**config.mk**
```make
export PLATFORM = sky130hd
export DESIGN_NAME = ipi_dest_matcher
export DESIGN_NICKNAME = d
export VERILOG_FILES = /design/src/rtl/ipi_pkg.sv /design/src/rtl/ipi_dest_match.sv /design/src/rtl/ipi_action_sel.sv /design/src/rtl/ipi_arb_bank.sv /design/src/rtl/ipi_dest_matcher.sv
export SDC_FILE = /design/constraint.sdc
export NUM_CORES = 1
export LEC_CHECK = 0
export ABC_AREA = 1
export BUFFER_PORTS_ARGS = -buffer_cell sky130_fd_sc_hd__buf_4
export CAP_MARGIN = 0
export CORE_ASPECT_RATIO = 1.75
export CORE_MARGIN = 2
export CORE_UTILIZATION = 43
export DETAILED_ROUTE_END_ITERATION = 12
export GPL_ROUTABILITY_DRIVEN = 1
export PLACE_DENSITY = 0.81
export SLEW_MARGIN = 20
export SYNTH_ARGS = -nofsm -noshare
export SYNTH_HDL_FRONTEND = slang
export SYNTH_HIERARCHICAL = 1
export SYNTH_SLANG_ARGS = --single-unit
```
**constraint.sdc**
```tcl
create_clock -name clk -period 2.65 [get_ports clk]
set_input_delay 0.6625 -clock clk [delete_from_list [all_inputs] [get_ports clk]]
set_output_delay 0.6625 -clock clk [all_outputs]
set_load 0.01 [all_outputs]
```
**src/rtl/ipi_pkg.sv**
```systemverilog
package ipi_pkg;

  localparam int ID_W    = 8;
  localparam int MODEL_W = 4;

  localparam logic [7:0]   DEST_ALL      = 8'hFF;
  localparam logic [3:0]   MODEL_FLAT    = 4'hF;
  localparam logic [3:0]   MODEL_CLUSTER = 4'h0;

  localparam logic [2:0] DM_FIXED  = 3'd0;
  localparam logic [2:0] DM_LOWPRI = 3'd1;
  localparam logic [2:0] DM_SMI    = 3'd2;
  localparam logic [2:0] DM_NMI    = 3'd4;
  localparam logic [2:0] DM_INIT   = 3'd5;
  localparam logic [2:0] DM_START  = 3'd6;
  localparam logic [2:0] DM_EXT    = 3'd7;

  localparam logic [1:0] SH_DEST    = 2'd0;
  localparam logic [1:0] SH_SELF    = 2'd1;
  localparam logic [1:0] SH_ALL     = 2'd2;
  localparam logic [1:0] SH_OTHERS  = 2'd3;

  typedef enum logic [2:0] {
    ACT_NONE  = 3'd0,
    ACT_POST  = 3'd1,
    ACT_SMI   = 3'd2,
    ACT_NMI   = 3'd3,
    ACT_INIT  = 3'd4,
    ACT_START = 3'd5
  } ipi_action_e;

  typedef struct packed {
    logic [7:0] dest;
    logic [1:0] shorthand;
    logic       trig;
    logic       level;
    logic       log_mode;
    logic [2:0] dmode;
    logic [7:0] vector;
  } ipi_cmd_t;

  // Split the launching low word and stored destination into fields.
  function automatic ipi_cmd_t unpack_cmd(input logic [31:0] lo, input logic [7:0] dest);
    ipi_cmd_t c;
    c.dest      = dest;
    c.shorthand = lo[19:18];
    c.trig      = lo[15];
    c.level     = lo[14];
    c.log_mode  = lo[11];
    c.dmode     = lo[10:8];
    c.vector    = lo[7:0];
    return c;
  endfunction

  function automatic logic flat_hit(input logic [7:0] dest, input logic [7:0] lid);
    return |(dest & lid);
  endfunction

  function automatic logic cluster_hit(input logic [7:0] dest, input logic [7:0] lid);
    return (dest[7:4] == lid[7:4]) && (|(dest[3:0] & lid[3:0]));
  endfunction

  function automatic logic init_deassert(input logic [2:0] dmode, input logic level,
                                         input logic trig);
    return (dmode == DM_INIT) && !level && trig;
  endfunction

  // Delivery mode to action; lowest priority posts, unlisted codes give nothing.
  function automatic ipi_action_e dm_to_action(input logic [2:0] dmode);
    case (dmode)
      DM_FIXED, DM_EXT, DM_LOWPRI: return ACT_POST;
      DM_SMI:                      return ACT_SMI;
      DM_NMI:                      return ACT_NMI;
      DM_INIT:                     return ACT_INIT;
      DM_START:                    return ACT_START;
      default:                     return ACT_NONE;
    endcase
  endfunction

endpackage

```
**src/rtl/ipi_dest_match.sv**
```systemverilog
module ipi_dest_match
  import ipi_pkg::*;
#(
  parameter int N_TGT = 8,
  parameter int IDX_W = 3
) (
  input  logic [7:0]               dest,
  input  logic [1:0]               shorthand,
  input  logic                     log_mode,
  input  logic [IDX_W-1:0]         sender_idx,
  input  logic [N_TGT*ID_W-1:0]    tgt_phys_id,
  input  logic [N_TGT*ID_W-1:0]    tgt_log_id,
  input  logic [N_TGT*MODEL_W-1:0] tgt_model,
  output logic [N_TGT-1:0]         sel_mask
);

  localparam logic [N_TGT-1:0] ONE_N = N_TGT'(1);

  logic [N_TGT-1:0] phys_eq;
  logic [N_TGT-1:0] log_hit;
  logic [N_TGT-1:0] is_self;
  logic [N_TGT-1:0] phys_first;
  logic [N_TGT-1:0] phys_mask;

  for (genvar g = 0; g < N_TGT; g++) begin : g_tgt
    logic [ID_W-1:0]    pid;
    logic [ID_W-1:0]    lid;
    logic [MODEL_W-1:0] mdl;
    assign pid = tgt_phys_id[g*ID_W +: ID_W];
    assign lid = tgt_log_id[g*ID_W +: ID_W];
    assign mdl = tgt_model[g*MODEL_W +: MODEL_W];

    assign phys_eq[g] = (pid == dest);
    always_comb begin
      if (mdl == MODEL_FLAT)         log_hit[g] = flat_hit(dest, lid);
      else if (mdl == MODEL_CLUSTER) log_hit[g] = cluster_hit(dest, lid);
      else                           log_hit[g] = 1'b0;
    end
    assign is_self[g] = (sender_idx == IDX_W'(g));
  end

  // Only one target may answer a physical ID: keep the lowest index.
  assign phys_first = phys_eq & (~phys_eq + ONE_N);
  assign phys_mask  = (dest == DEST_ALL) ? '1 : phys_first;

  always_comb begin
    case (shorthand)
      SH_DEST:   sel_mask = log_mode ? log_hit : phys_mask;
      SH_SELF:   sel_mask = is_self;
      SH_ALL:    sel_mask = '1;
      default:   sel_mask = ~is_self;
    endcase
  end

endmodule

```
**src/rtl/ipi_action_sel.sv**
```systemverilog
module ipi_action_sel
  import ipi_pkg::*;
#(
  parameter int N_TGT = 8
) (
  input  logic [2:0]       dmode,
  input  logic             level,
  input  logic             trig,
  input  logic [7:0]       vector,
  input  logic [N_TGT-1:0] sel_mask,
  output ipi_action_e      act,
  output logic [N_TGT-1:0] dlv_mask,
  output logic [7:0]       dlv_vector,
  output logic             dlv_trig,
  output logic [N_TGT-1:0] arb_load
);

  localparam logic [N_TGT-1:0] ONE_N = N_TGT'(1);

  logic             deassert;
  logic [N_TGT-1:0] lowest;
  logic [N_TGT-1:0] pre_mask;
  ipi_action_e      pre_act;

  assign deassert = init_deassert(dmode, level, trig);
  assign lowest   = sel_mask & (~sel_mask + ONE_N);
  assign arb_load = deassert ? sel_mask : '0;

  always_comb begin
    pre_act  = dm_to_action(dmode);
    pre_mask = sel_mask;
    if (deassert) begin
      pre_act  = ACT_NONE;
      pre_mask = '0;
    end else if (dmode == DM_LOWPRI) begin
      pre_mask = lowest;
    end else if (pre_act == ACT_NONE) begin
      pre_mask = '0;
    end
  end

  // An empty target set carries nothing at all.
  always_comb begin
    if (pre_mask == '0 || pre_act == ACT_NONE) begin
      act        = ACT_NONE;
      dlv_mask   = '0;
      dlv_vector = '0;
      dlv_trig   = 1'b0;
    end else begin
      act        = pre_act;
      dlv_mask   = pre_mask;
      dlv_vector = vector;
      dlv_trig   = trig;
    end
  end

endmodule

```
**src/rtl/ipi_arb_bank.sv**
```systemverilog
module ipi_arb_bank
  import ipi_pkg::*;
#(
  parameter int N_TGT = 8
) (
  input  logic                  clk,
  input  logic                  rst_n,
  input  logic [N_TGT-1:0]      load,
  input  logic [N_TGT*ID_W-1:0] phys_id,
  output logic [N_TGT*ID_W-1:0] arb_id
);

  for (genvar g = 0; g < N_TGT; g++) begin : g_arb
    logic [ID_W-1:0] arb_q;
    always_ff @(posedge clk) begin
      if (!rst_n)       arb_q <= '0;
      else if (load[g]) arb_q <= phys_id[g*ID_W +: ID_W];
    end
    assign arb_id[g*ID_W +: ID_W] = arb_q;
  end

endmodule

```
**src/rtl/ipi_dest_matcher.sv**
```systemverilog
module ipi_dest_matcher
  import ipi_pkg::*;
#(
  parameter int N_TGT = 8,
  localparam int IDX_W = (N_TGT > 1) ? $clog2(N_TGT) : 1
) (
  input  logic                     clk,
  input  logic                     rst_n,
  input  logic                     cmd_we,
  input  logic                     cmd_hi_sel,
  input  logic [31:0]              cmd_wdata,
  input  logic [IDX_W-1:0]         sender_idx,
  input  logic [N_TGT*ID_W-1:0]    tgt_phys_id,
  input  logic [N_TGT*ID_W-1:0]    tgt_log_id,
  input  logic [N_TGT*MODEL_W-1:0] tgt_model,
  output logic                     res_valid,
  output logic [N_TGT-1:0]         res_mask,
  output logic [2:0]               res_action,
  output logic [7:0]               res_vector,
  output logic                     res_level_trig,
  output logic [N_TGT*ID_W-1:0]    arb_id
);

  logic [7:0]       dest_q;
  logic             launch;
  logic             hi_write;
  ipi_cmd_t         cmd_c;
  logic [N_TGT-1:0] sel_c;
  ipi_action_e      act_c;
  logic [N_TGT-1:0] mask_c;
  logic [7:0]       vec_c;
  logic             trg_c;
  logic [N_TGT-1:0] arb_load_c;
  logic [N_TGT-1:0] arb_load_g;
  ipi_action_e      act_q;
  logic             ign_unused_bits;

  assign launch   = cmd_we & ~cmd_hi_sel;
  assign hi_write = cmd_we & cmd_hi_sel;
  assign cmd_c    = unpack_cmd(cmd_wdata, dest_q);
  assign ign_unused_bits = ^{cmd_wdata[31:20], cmd_wdata[17:16], cmd_wdata[13:12]};

  ipi_dest_match #(.N_TGT(N_TGT), .IDX_W(IDX_W)) u_match (
    .dest        (cmd_c.dest),
    .shorthand   (cmd_c.shorthand),
    .log_mode    (cmd_c.log_mode),
    .sender_idx  (sender_idx),
    .tgt_phys_id (tgt_phys_id),
    .tgt_log_id  (tgt_log_id),
    .tgt_model   (tgt_model),
    .sel_mask    (sel_c)
  );

  ipi_action_sel #(.N_TGT(N_TGT)) u_act (
    .dmode      (cmd_c.dmode),
    .level      (cmd_c.level),
    .trig       (cmd_c.trig),
    .vector     (cmd_c.vector),
    .sel_mask   (sel_c),
    .act        (act_c),
    .dlv_mask   (mask_c),
    .dlv_vector (vec_c),
    .dlv_trig   (trg_c),
    .arb_load   (arb_load_c)
  );

  assign arb_load_g = launch ? arb_load_c : '0;

  ipi_arb_bank #(.N_TGT(N_TGT)) u_arb (
    .clk     (clk),
    .rst_n   (rst_n),
    .load    (arb_load_g),
    .phys_id (tgt_phys_id),
    .arb_id  (arb_id)
  );

  always_ff @(posedge clk) begin
    if (!rst_n)        dest_q <= '0;
    else if (hi_write) dest_q <= cmd_wdata[31:24];
  end

  always_ff @(posedge clk) begin
    if (!rst_n) begin
      res_valid      <= 1'b0;
      res_mask       <= '0;
      act_q          <= ACT_NONE;
      res_vector     <= '0;
      res_level_trig <= 1'b0;
    end else if (launch) begin
      res_valid      <= 1'b1;
      res_mask       <= mask_c;
      act_q          <= act_c;
      res_vector     <= vec_c;
      res_level_trig <= trg_c;
    end else begin
      res_valid      <= 1'b0;
      res_mask       <= '0;
      act_q          <= ACT_NONE;
      res_vector     <= '0;
      res_level_trig <= 1'b0;
    end
  end

  assign res_action = act_q;

endmodule

```
==> results_dict.tcl <==
set metrics [dict create \
    synth_area_leaders "dfxtp_1 (28%), nand2_1 (17%), nor2_1 (12%), inv_1 (9.0%), ha_1 (6.0%)" \
    final_antenna_net_count 0 \
    synth_area_sq_um 6730 \
    synth_top_cell_area_share_pct 27.7 \
    coreArea_sq_um 15300 \
    finalHoldViolCount 0 \
    cts_tree "built" \
    yosys_warnings 6 \
    relSlewSlack_pct 53.7 \
    p_total_mw 4.00 \
    placedCellCount 1547 \
    remaining_drc_errors 0 \
    clkLatencyLatePin_ps 340 \
    initial_core_util_pct 43.9 \
    async_flop_share_pct 0 \
    status "finished with violations" \
    violations "setup timing" \
    globalRoute.totalOverflow 0 \
    yosys-top-cells-count "nand2_1 (304), nor2_1 (219), inv_1 (161)" \
    syn2layout_area_growth_pct 55.7 \
    crit_cells 18 \
    internal-power_mw 2.84 \
    setup_ws_ps -33.4 \
    diodes 0 \
    avgViaCountPerCell 4.82 \
    fin_worst_hold_slack_ps 471 \
    rows 60 \
    critPathMaxFanout 9 \
    antenna_found_initial 0 \
    timing.final.crit_share_pct 101 \
    drt_first_pass_iters 5 \
    critPathKind "reg -> reg" \
    vias 7680 \
    clk_pin_slew_worst_paths_ps 70 \
    worstSetupStartpointType "flop" \
    synth_nets 1291 \
    setup_violations 11 \
    drive_above_1_share_pct 38.8 \
    io_buffers 275 \
    rsz0062_at_grt "true" \
    drv_slew 0 \
    synth_cell_types 37 \
    grt_util_all_layers_pct 25.8 \
    dieArea_sq_um 16700 \
    ys_seq_elements 93 \
    grt_pass1_vias 7179 \
    hpwl_mm 17.0 \
    drtIter0Drc 325 \
    period_minus_slack_ps 2680 \
    postSynthCellCount 1060 \
    pwr-share-seq_pct 36.1 \
    fill_cells 1310 \
    totalWireLength_mm 23.9 \
    skew_ps 12.3 \
    power_density_nw_per_um2 382 \
    ys.flop_type "dfxtp_1" \
    combPwrFrac_pct 28.5 \
    power_switching_mw 1.16 \
    die_x_microns 98.5 \
    hold_class "reg -> reg" \
    pwr-share-clk_pct 35.4 \
    multi_input_area_sq_um 4240 \
    htreeDepth 3 \
    startpoint "dest_q[3]" \
    fin_nets 1636 \
    timing.rr.start "dest_q[3]" \
    crit_arrival_ps 2890 \
    grt_max_degree 39 \
    clock-root-buffer "clkbuf_16" \
    cts_buffers 9 \
    reg2reg_depth 18 \
    worstSetupEndpointType "flop" \
    rr_endpoint "res_mask[0]" \
    reg2reg_setup_slack_ps -30 \
    avgSynthCellArea_sq_um 6.34 \
    drt-met1-wl_mm 8.89 \
    grt_pass1_wl_mm 34.6 \
    highest_layer "met4" \
    worstPathRequired_ps 2860 \
    synth_edf_count 0 \
    synth_seq_area_share_pct 27.7 \
    crit_family "simple AND/OR/NAND/NOR gates" \
    synth.largest_area_cell "dfxtp_1" \
    tns_ps -191 \
    cts.sinks 93 \
    cts_hold_buf 0 \
    wl_per_cell_microns 15.0 \
    crit_path_max_incr_delay_ps 330 \
    yosysMostFrequentCell "nand2_1" \
    swShare_pct 29.0 \
    setup.worst_path.end "res_mask[0]" \
    maxCapViolCount 0 \
    met3_length_mm 1.31 \
    pin_count 284 \
    max_slew.worst_pin.slew_ps 694 \
    chipHeight_microns 169 \
    crit_chain "buf_12 -> xnor2_1 -> nand2_1 -> nor2_1 -> nand2_2 -> buf_4 -> nand3_2 -> nand2_1 -> nand3_1 -> o211ai_1 -> buf_4 -> o31ai_4 -> nand2_2 -> nor2_4 -> clkbuf_16 -> nor2_2 -> inv_1 -> nor2_2" \
    fmax_mhz 373 \
    clock_path_buffers 2 \
    cp_num_buf_inv 5 \
    stdcell_count 1595 \
    crit_slowest_cell "dfxtp_1" \
    total_leakage_power_nw 5.47 \
    place.gp.congestion 0.883 \
    seq_area_sq_um 1880 \
    max-vdd-ir-drop_uv 349 \
    wl_met2_mm 12.5 \
]
[layer usage]
| layer | vias to the layer above | track usage, % |
|---|---|---|
| met3 | 74 | 4.41 |
| met4 | 0 | 11.1 |
| met5 | - | 0 |
| met1 | 3437 | 28.6 |
| met2 | 292 | 47.7 |
| li1 | 3877 | - |
[layout by cell type, fill, tap and decap left out, types with 5 or more instances in the layout]
cell type and instances:
buf_4 338, nand2_1 293, nor2_1 199, inv_1 149
dfxtp_1 87, nor2_2 39, xnor2_1 23, nor2_4 22
ha_1 22, inv_2 18, nand2_2 18, buf_6 17
nand4_1 17, clkbuf_16 14, buf_12 14, nand3_1 14
xor2_1 14, nor4_1 10, o21ai_0 9, nand3_2 9
a21oi_1 9, ha_4 9, nor3_1 7, xnor2_2 7
dfxtp_4 5, a221oi_2 5
[worst register-to-register path, stage by stage, from the launching register on]
cell and delay (ps):
dfxtp_1 330, buf_12 150, xnor2_1 210, nand2_1 100
nor2_1 120, nand2_2 90, buf_4 160, nand3_2 80
nand2_1 50, nand3_1 80, o211ai_1 150, buf_4 200
o31ai_4 230, nand2_2 90, nor2_4 190, clkbuf_16 200
nor2_2 40, inv_1 50, nor2_2 40
[flip-flops by register name (all words and copies together), names as in the netlist]
name,count
dest_q,8
res_vector,8
u_arb/g_arb.arb_q,64
res_valid,1
res_mask,8
res_level_trig,1
res_action,3
[cell families (layout without fill, tap and decap cells)]
logic type | count (synthesis) | in the layout | synth area share (%)
AND/OR/NAND/NOR | 637 | 637 | 39.8
buffers and inverters | 211 | 560 | 16.6
flip-flops | 93 | 93 | 27.7
XOR/XNOR | 46 | 46 | 6.33
AO/OA/AOI/OAI | 41 | 41 | 3.70
adder cells (fa/ha/maj) | 32 | 32 | 5.95
[timing repair]
action,4_1_cts,5_1_grt
pin swaps,14,58
buffers inserted,18,9
endpoints found under the setup margin,24,81
resized for setup,43,109
cloned,1,9
[final cells by class]
type,count,area share [%]
flip-flops and latches,93,18.0
well taps,186,2.22
multi-input cells,756,40.5
inverters,170,6.16
repair buffers,375,30.1
clock inverters,6,0.920
clock buffers,9,2.15
[how the worst min path moves through the flow]
stage                                 start                 endpoint  slack, ps  cells past startpoint
global route        u_arb/g_arb[1].arb_q[5]  u_arb/g_arb[1].arb_q[5]        500                      2
CTS                 u_arb/g_arb[1].arb_q[5]  u_arb/g_arb[1].arb_q[5]        470                      2
detailed placement  u_arb/g_arb[1].arb_q[5]  u_arb/g_arb[1].arb_q[5]        460                      2
floorplan           u_arb/g_arb[0].arb_q[0]  u_arb/g_arb[0].arb_q[0]        490                      2
finish              u_arb/g_arb[6].arb_q[1]  u_arb/g_arb[6].arb_q[1]        470                      2
global placement    u_arb/g_arb[3].arb_q[3]  u_arb/g_arb[3].arb_q[3]        460                      2
[power by group through the flow]
stage               logic (mW)  registers [mW]  clock network [mW]
floorplan                0.484            1.47                   0
finish                    1.14            1.44                1.42
global route              1.24            1.45                1.50
global placement         0.945            1.46                   0
detailed placement       0.965            1.46                   0
CTS                       1.05            1.43                1.44
[through the flow]
stage	setup slack [ps]	instance area [sq um]	util, %
floorplan	55.8	6730	-
detailed placement	-495	9200	60.1
global route	-325	10500	68.4
CTS	-25.2	9940	64.9
global placement	-408	9200	60.1
finish	-33.4	10500	68.4
(Power assumes the default switching activity.)
